`config.mk`:
```
export PLATFORM = sky130hd
export DESIGN_NAME = sstream_tx
export DESIGN_NICKNAME = d
export VERILOG_FILES = /design/src/rtl/sstream_pkg.sv /design/src/rtl/sstream_tick.sv /design/src/rtl/sstream_seq.sv /design/src/rtl/sstream_shift.sv /design/src/rtl/sstream_tx.sv
export SDC_FILE = /design/constraint.sdc
export NUM_CORES = 1
export LEC_CHECK = 0
export CORE_UTILIZATION = 50
export DETAILED_ROUTE_END_ITERATION = 6
export DONT_BUFFER_PORTS = 1
export PLACE_DENSITY = 0.65
export SLEW_MARGIN = 30
export SYNTH_ARGS = -nofsm -noshare
export SYNTH_HDL_FRONTEND = slang
export SYNTH_SLANG_ARGS = --single-unit
```
`constraint.sdc`:
```
create_clock -name clk -period 2.8 [get_ports clk]
set_input_delay 0.84 -clock clk [delete_from_list [all_inputs] [get_ports clk]]
set_output_delay 0.84 -clock clk [all_outputs]
set_load 0.01 [all_outputs]
```
`src/rtl/sstream_pkg.sv`:
```
package sstream_pkg;

    typedef enum logic [1:0] {
        ST_IDLE  = 2'd0,
        ST_SHIFT = 2'd1,
        ST_GAP   = 2'd2,
        ST_TAIL  = 2'd3
    } st_e;

    typedef struct packed {
        logic slow;
        logic bytes;
        logic gap;
    } cfg_t;

    localparam cfg_t CFG_RESET = '{slow: 1'b0, bytes: 1'b0, gap: 1'b0};

    function automatic logic clk_held_high(st_e s);
        return (s == ST_IDLE) || (s == ST_GAP) || (s == ST_TAIL);
    endfunction

endpackage

```
`src/rtl/sstream_tick.sv`:
```
module sstream_tick #(
    parameter int FAST_DIV = 2,
    parameter int SLOW_DIV = 4
) (
    input  logic clk,
    input  logic rst,
    input  logic run,
    input  logic hold_hi,
    input  logic slow,
    output logic period_end,
    output logic sclk
);
    localparam int PH_W = (SLOW_DIV > 2) ? $clog2(SLOW_DIV) : 1;
    localparam logic [PH_W-1:0] FAST_LIM  = PH_W'(FAST_DIV - 1);
    localparam logic [PH_W-1:0] SLOW_LIM  = PH_W'(SLOW_DIV - 1);
    localparam logic [PH_W-1:0] FAST_HALF = PH_W'(FAST_DIV / 2);
    localparam logic [PH_W-1:0] SLOW_HALF = PH_W'(SLOW_DIV / 2);

    logic [PH_W-1:0] ph_q;
    logic [PH_W-1:0] lim;
    logic [PH_W-1:0] half;

    assign lim        = slow ? SLOW_LIM : FAST_LIM;
    assign half       = slow ? SLOW_HALF : FAST_HALF;
    assign period_end = run && (ph_q == lim);
    assign sclk       = hold_hi || (ph_q >= half);

    always_ff @(posedge clk) begin
        if (rst || !run) begin
            ph_q <= '0;
        end else if (period_end) begin
            ph_q <= '0;
        end else begin
            ph_q <= ph_q + 1'b1;
        end
    end


    period_hi_chk: assert property (@(posedge clk) disable iff (rst)
        period_end |-> sclk);

endmodule

```
`src/rtl/sstream_seq.sv`:
```
module sstream_seq
    import sstream_pkg::*;
#(
    parameter int WORD_W      = 32,
    parameter int PKG_W       = 8,
    parameter int GAP_PERIODS = 7
) (
    input  logic clk,
    input  logic rst,
    input  cfg_t cfg_in,
    input  logic in_valid,
    input  logic period_end,
    output st_e  st,
    output cfg_t cfg_q,
    output logic in_ready,
    output logic load,
    output logic shift_en,
    output logic tail_end
);
    localparam int PKG_N = WORD_W / PKG_W;
    localparam int BIT_W = $clog2(WORD_W);
    localparam int PC_W  = (PKG_N > 1) ? $clog2(PKG_N) : 1;
    localparam int GAP_W = $clog2(GAP_PERIODS + 1);
    localparam logic [BIT_W-1:0] BITS_FULL = BIT_W'(WORD_W - 1);
    localparam logic [BIT_W-1:0] BITS_PKG  = BIT_W'(PKG_W - 1);
    localparam logic [PC_W-1:0]  PKGS_LAST = PC_W'(PKG_N - 1);
    localparam logic [GAP_W-1:0] GAP_LAST  = GAP_W'(GAP_PERIODS - 1);

    st_e              st_q;
    logic [BIT_W-1:0] bit_q;
    logic [PC_W-1:0]  pkg_q;
    logic [GAP_W-1:0] gap_q;
    logic             gap_word_q;
    cfg_t             cfg_r;
    cfg_t             new_cfg;
    logic             last_bit;
    logic             last_pkg;
    logic             word_end;

    assign st       = st_q;
    assign cfg_q    = cfg_r;
    assign new_cfg  = (st_q == ST_IDLE) ? cfg_in : cfg_r;
    assign last_bit = (bit_q == '0);
    assign last_pkg = (pkg_q == '0);

    // a word is complete at the end of its final bit, or of its trailing gap
    assign word_end = period_end &&
        (((st_q == ST_SHIFT) && last_bit && last_pkg && !cfg_r.gap) ||
         ((st_q == ST_GAP) && (gap_q == '0) && gap_word_q));
    assign in_ready = (st_q == ST_IDLE) || word_end;
    assign load     = in_valid && in_ready;
    assign shift_en = (st_q == ST_SHIFT) && period_end;
    assign tail_end = (st_q == ST_TAIL) && period_end;

    always_ff @(posedge clk) begin
        if (rst) begin
            st_q       <= ST_IDLE;
            cfg_r      <= CFG_RESET;
            bit_q      <= '0;
            pkg_q      <= '0;
            gap_q      <= '0;
            gap_word_q <= 1'b0;
        end else if (load) begin
            // new word, possibly inside a running burst
            st_q  <= ST_SHIFT;
            bit_q <= new_cfg.bytes ? BITS_PKG : BITS_FULL;
            pkg_q <= new_cfg.bytes ? PKGS_LAST : '0;
            if (st_q == ST_IDLE) begin
                cfg_r <= cfg_in;
            end
        end else begin
            unique case (st_q)
                ST_SHIFT: if (period_end) begin
                    if (!last_bit) begin
                        bit_q <= bit_q - 1'b1;
                    end else if (!last_pkg) begin
                        pkg_q <= pkg_q - 1'b1;
                        bit_q <= BITS_PKG;
                        if (cfg_r.gap) begin
                            st_q       <= ST_GAP;
                            gap_q      <= GAP_LAST;
                            gap_word_q <= 1'b0;
                        end
                    end else if (cfg_r.gap) begin
                        st_q       <= ST_GAP;
                        gap_q      <= GAP_LAST;
                        gap_word_q <= 1'b1;
                    end else begin
                        st_q <= ST_TAIL;
                    end
                end
                ST_GAP: if (period_end) begin
                    if (gap_q != '0) begin
                        gap_q <= gap_q - 1'b1;
                    end else if (gap_word_q) begin
                        st_q <= ST_TAIL;
                    end else begin
                        st_q <= ST_SHIFT;
                    end
                end
                ST_TAIL: if (period_end) begin
                    st_q <= ST_IDLE;
                end
                default: ;
            endcase
        end
    end


    cfg_hold_chk: assert property (@(posedge clk) disable iff (rst)
        ((st_q != ST_IDLE) && $past(st_q != ST_IDLE)) |-> $stable(cfg_r));


    pkg_range_chk: assert property (@(posedge clk) disable iff (rst)
        ((st_q == ST_SHIFT) && cfg_r.bytes) |-> (bit_q <= BITS_PKG));

endmodule

```
`src/rtl/sstream_shift.sv`:
```
module sstream_shift
    import sstream_pkg::*;
#(
    parameter int WORD_W = 32
) (
    input  logic              clk,
    input  logic              rst,
    input  st_e               st,
    input  logic              load,
    input  logic              shift_en,
    input  logic              tail_end,
    input  logic [WORD_W-1:0] in_data,
    output logic              sdata
);
    logic [WORD_W-1:0] sh_q;
    logic              held_q;

    assign sdata = (st == ST_SHIFT) ? sh_q[WORD_W-1] : held_q;

    always_ff @(posedge clk) begin
        if (rst) begin
            sh_q   <= '0;
            held_q <= 1'b0;
        end else begin
            if (load) begin
                sh_q <= in_data;
            end else if (shift_en) begin
                sh_q <= {sh_q[WORD_W-2:0], 1'b0};
            end
            if (st == ST_SHIFT) begin
                held_q <= sh_q[WORD_W-1];
            end else if (tail_end || (st == ST_IDLE)) begin
                held_q <= 1'b0;
            end
        end
    end


    idle_zero_chk: assert property (@(posedge clk) disable iff (rst)
        ((st == ST_IDLE) && $past(st == ST_IDLE)) |-> !sdata);

endmodule

```
`src/rtl/sstream_tx.sv`:
```
module sstream_tx
    import sstream_pkg::*;
#(
    parameter int WORD_W      = 32,
    parameter int PKG_W       = 8,
    parameter int GAP_PERIODS = 7,
    parameter int FAST_DIV    = 2,
    parameter int SLOW_DIV    = 4
) (
    input  logic              clk,
    input  logic              rst,
    input  logic              cfg_slow,
    input  logic              cfg_bytes,
    input  logic              cfg_gap,
    input  logic              in_valid,
    input  logic [WORD_W-1:0] in_data,
    output logic              in_ready,
    output logic              sclk,
    output logic              sdata,
    output logic              ssel_n
);
    st_e  st;
    cfg_t cfg_in;
    cfg_t cfg_q;
    logic load;
    logic shift_en;
    logic tail_end;
    logic period_end;

    assign cfg_in = '{slow: cfg_slow, bytes: cfg_bytes, gap: cfg_gap};
    assign ssel_n = (st == ST_IDLE);

    sstream_seq #(
        .WORD_W      (WORD_W),
        .PKG_W       (PKG_W),
        .GAP_PERIODS (GAP_PERIODS)
    ) u_seq (
        .clk        (clk),
        .rst        (rst),
        .cfg_in     (cfg_in),
        .in_valid   (in_valid),
        .period_end (period_end),
        .st         (st),
        .cfg_q      (cfg_q),
        .in_ready   (in_ready),
        .load       (load),
        .shift_en   (shift_en),
        .tail_end   (tail_end)
    );

    sstream_tick #(
        .FAST_DIV (FAST_DIV),
        .SLOW_DIV (SLOW_DIV)
    ) u_tick (
        .clk        (clk),
        .rst        (rst),
        .run        (st != ST_IDLE),
        .hold_hi    (clk_held_high(st)),
        .slow       (cfg_q.slow),
        .period_end (period_end),
        .sclk       (sclk)
    );

    sstream_shift #(
        .WORD_W (WORD_W)
    ) u_shift (
        .clk      (clk),
        .rst      (rst),
        .st       (st),
        .load     (load),
        .shift_en (shift_en),
        .tail_end (tail_end),
        .in_data  (in_data),
        .sdata    (sdata)
    );


    reset_idle_chk: assert property (@(posedge clk)
        rst |=> (ssel_n && sclk && in_ready && !sdata));


    sel_low_chk: assert property (@(posedge clk) disable iff (rst)
        !sclk |-> !ssel_n);


    data_hold_chk: assert property (@(posedge clk) disable iff (rst)
        (sclk && $past(sclk) && !ssel_n) |-> $stable(sdata));


    ready_sclk_chk: assert property (@(posedge clk) disable iff (rst)
        in_ready |-> sclk);

endmodule

```
==> out/results.ini <==
[outcome]
status=finished clean

[logic_synthesis]
async_flop_share_pct=0
avgSynthCellArea_um2=8.79
synth-warning-count=0
synth_top_flop_cell=dfxtp_1
netlist_area_mm2=0.00277
synth_edf_count=0
syn_nets=360
synth_seq_cells=51
synth.distinct_cells=45
seq_area_frac_synth_pct=36.9
syn-instance-count=315

[min_path]
whs_path_depth=1
min_path_type=reg2reg
hold_end=u_seq.bit_q[0]
hold_start=u_seq.bit_q[0]

[global_route]
gr-max-usage-layer=met2
use_met3_pct=4.31
gr-usage-met2_pct=29.8
grtUsageTotal_pct=18.5
grt_max_degree=53
grt_first_pass_wirelength_mm=8.85
antenna_found_initial=0
grt_pass1_vias=1988
overflow=0
grt_util_met1_pct=24.1

[clock_tree]
cts_buffers=5
ctsResizeCount=0
clock-sinks=51
tritoncts=built
hold_buffers=0
clkTransAtPathRegs_ps=90
clk_latency_ps=310
clockBufferDepth=2
post_cts_buffers=0
cts_root_buffer=clkbuf_8
h-tree-depth=2

[floorplan]
die-area_mm2=0.00584
die-height_um=76.4
start_util_pct=53.2
num_rows=26
die_w_um=76.4
io_pins=42
core_area_mm2=0.00520

[worst_setup_path]
r2r_start=u_seq.cfg_q[2]
critPathArrivalTime_ps=1820
r2r_setup_slack_ps=470
worstRegToRegCells=7
rr_endpoint=u_seq.pkg_q[1]
endpoint_kind=primary output
path_max_fanout=3
critPathKind=reg2out
worstSetupStartpointType=flop
required_ps=1960

[place]
portBuffers=0
dp.cells=369
hpwlAfterDp_mm=3.49
gp_congestion=0.794

[timing]
slew_headroom_pct=62.6
finalClockSkew_ps=6.29
fmax_ghz=0.376
setup_viol=0
fin_crit_ps=2660
post-route-period-util_pct=95.1
finalHoldWorstSlack_ps=464
hold_violations=0
slew_viol_final=0
worstMarginPinSlew_ps=562

[route]
drt_iter0_markers=163
vias=2180
drc=0
wire_per_inst_um=13.9
totalWireLength_mm=5.24
drt-vias-per-instance=5.78
firstDrtPassIters=4
antenna_left=0

[pwr]
power_density_mw_per_mm2=583
p_leak_nw=0.988
vdd_ir_drop_max_mv=0.422

[flow_run]
cap_violations=0

[final_layout]
drive_gt1_share_pct=24.4
diodes=0
instances_no_fill=377
final_nets=351
area_delta_synth_final_pct=4.97

==> cell type report <==
class                           count  area [um^2]
Timing Repair Buffer                8         85.1
Multi-Input combinational cell    227         1580
Sequential cell                    51         1020
Clock inverter                      2         12.5
Fill cell                         485         2300
Inverter                           13         48.8
Tap cell                           70         87.6
Clock buffer                        6         72.6
==> sequential cells by signal (all words and copies together), names as in the netlist <==
signal and cells:
u_shift.sh_q 32, u_seq.bit_q 5, u_seq.cfg_q 3, u_seq.gap_q 3, u_seq.pkg_q 2, u_seq.st 2, u_tick.ph_q 2, u_seq.gap_word_q 1
u_shift.held_q 1
==> Yosys cell counts (2+ instances only) <==
cell / instances / area share [%]
buf_12: 3 / 2.2
a22oi_1: 2 / 0.54
nand2b_1: 5 / 1.1
a311oi_2: 25 / 14
o21ai_0: 4 / 0.72
ha_1: 7 / 3.2
nand3_1: 3 / 0.54
nor2_1: 49 / 6.6
dfxtp_1: 51 / 37
o22ai_1: 2 / 0.45
o21a_1: 2 / 0.54
a221oi_1: 2 / 0.63
and3_1: 3 / 0.68
nand2_1: 48 / 6.5
o211ai_1: 2 / 0.54
nand2_2: 20 / 4.5
buf_2: 9 / 1.6
nor2b_1: 2 / 0.45
a31oi_1: 3 / 0.68
nor3_1: 9 / 1.6
a311oi_1: 6 / 1.9
a21oi_1: 8 / 1.4
clkbuf_1: 9 / 1.2
buf_4: 3 / 0.81
mux2i_1: 2 / 0.72
a211oi_1: 5 / 1.4
inv_1: 13 / 1.8
==> cells by family (layout without fill, tap and decap cells) <==
group / Yosys count / in the layout / synth area share, %
AO/OA/AOI/OAI: 71 / 71 / 26.6
XOR/XNOR: 1 / 1 / 0.316
adder cells (fa/ha/maj): 7 / 7 / 3.16
buffers and inverters: 37 / 29 / 7.59
flip-flops: 51 / 51 / 36.9
multiplexers: 3 / 3 / 1.13
AND/OR/NAND/NOR: 145 / 145 / 24.3
==> critical path, cell delays in order, from the launching register on <==
cell     delay (ps)
dfxtp_1         340
inv_2            80
ha_4            140
nor4b_4         240
nand2_2         130
nor4_4          220
nor2_1           70
a31oi_1         140
buf_4           140
==> metal layers <==
layer  vias to the layer above  routed length [um]
met3                         9                 232
met2                        43                2410
met1                      1034                2520
met5                         -                   0
met4                         0                  76
li1                       1094                   -
==> report_power, final <==
group          internal (mW)  total, mW  switching, mW
logic                  0.185      0.426          0.242
registers              0.795      0.848         0.0530
clock network          0.175      0.420          0.245
total                   1.16       1.70          0.540
==> stage by stage <==
step / cell area [um^2] / setup TNS (ps) / power, mW / utilization [%] / worst slack, ps
floorplan: 2770 / 0 / 1.22 / - / 392
global placement: 2780 / 0 / 1.26 / 53.5 / 486
detailed placement: 2780 / 0 / 1.27 / 53.5 / 468
CTS: 2870 / 0 / 1.69 / 55.1 / 122
global route: 2910 / -16.4 / 1.79 / 55.9 / -16.4
finish: 2910 / 0 / 1.70 / 55.9 / 138
==> worst max path at each step <==
| stage | startpoint | end | slack, ps |
|---|---|---|---|
| 3_5_place_dp | u_seq.bit_q[0] | in_ready | 470 |
| 6_report | u_seq.bit_q[1] | in_ready | 140 |
| 2_1_floorplan | u_seq.bit_q[0] | in_ready | 390 |
| 5_1_grt | u_seq.bit_q[1] | in_ready | -20 |
| 4_1_cts | u_seq.bit_q[0] | in_ready | 120 |
| 3_3_place_gp | u_seq.bit_q[0] | in_ready | 490 |
==> placed cells by master (no fill, tap or decap), types with 2 or more instances in the layout <==
| cell type | instances |
|---|---|
| a211oi_1 | 5 |
| a21oi_1 | 8 |
| a221oi_1 | 2 |
| a22oi_1 | 2 |
| a311oi_1 | 6 |
| a311oi_2 | 25 |
| a31oi_1 | 3 |
| and3_1 | 3 |
| buf_12 | 2 |
| buf_4 | 6 |
| clkbuf_8 | 5 |
| dfxtp_1 | 50 |
| ha_1 | 6 |
| inv_1 | 11 |
| inv_2 | 2 |
| mux2i_1 | 2 |
| nand2_1 | 47 |
| nand2_2 | 21 |
| nand2b_1 | 5 |
| nand3_1 | 3 |
| nor2_1 | 49 |
| nor2b_1 | 2 |
| nor3_1 | 9 |
| o211ai_1 | 2 |
| o21a_1 | 2 |
| o21ai_0 | 4 |
| o22ai_1 | 2 |
No activity file was read; power rests on OpenSTA's default activity.
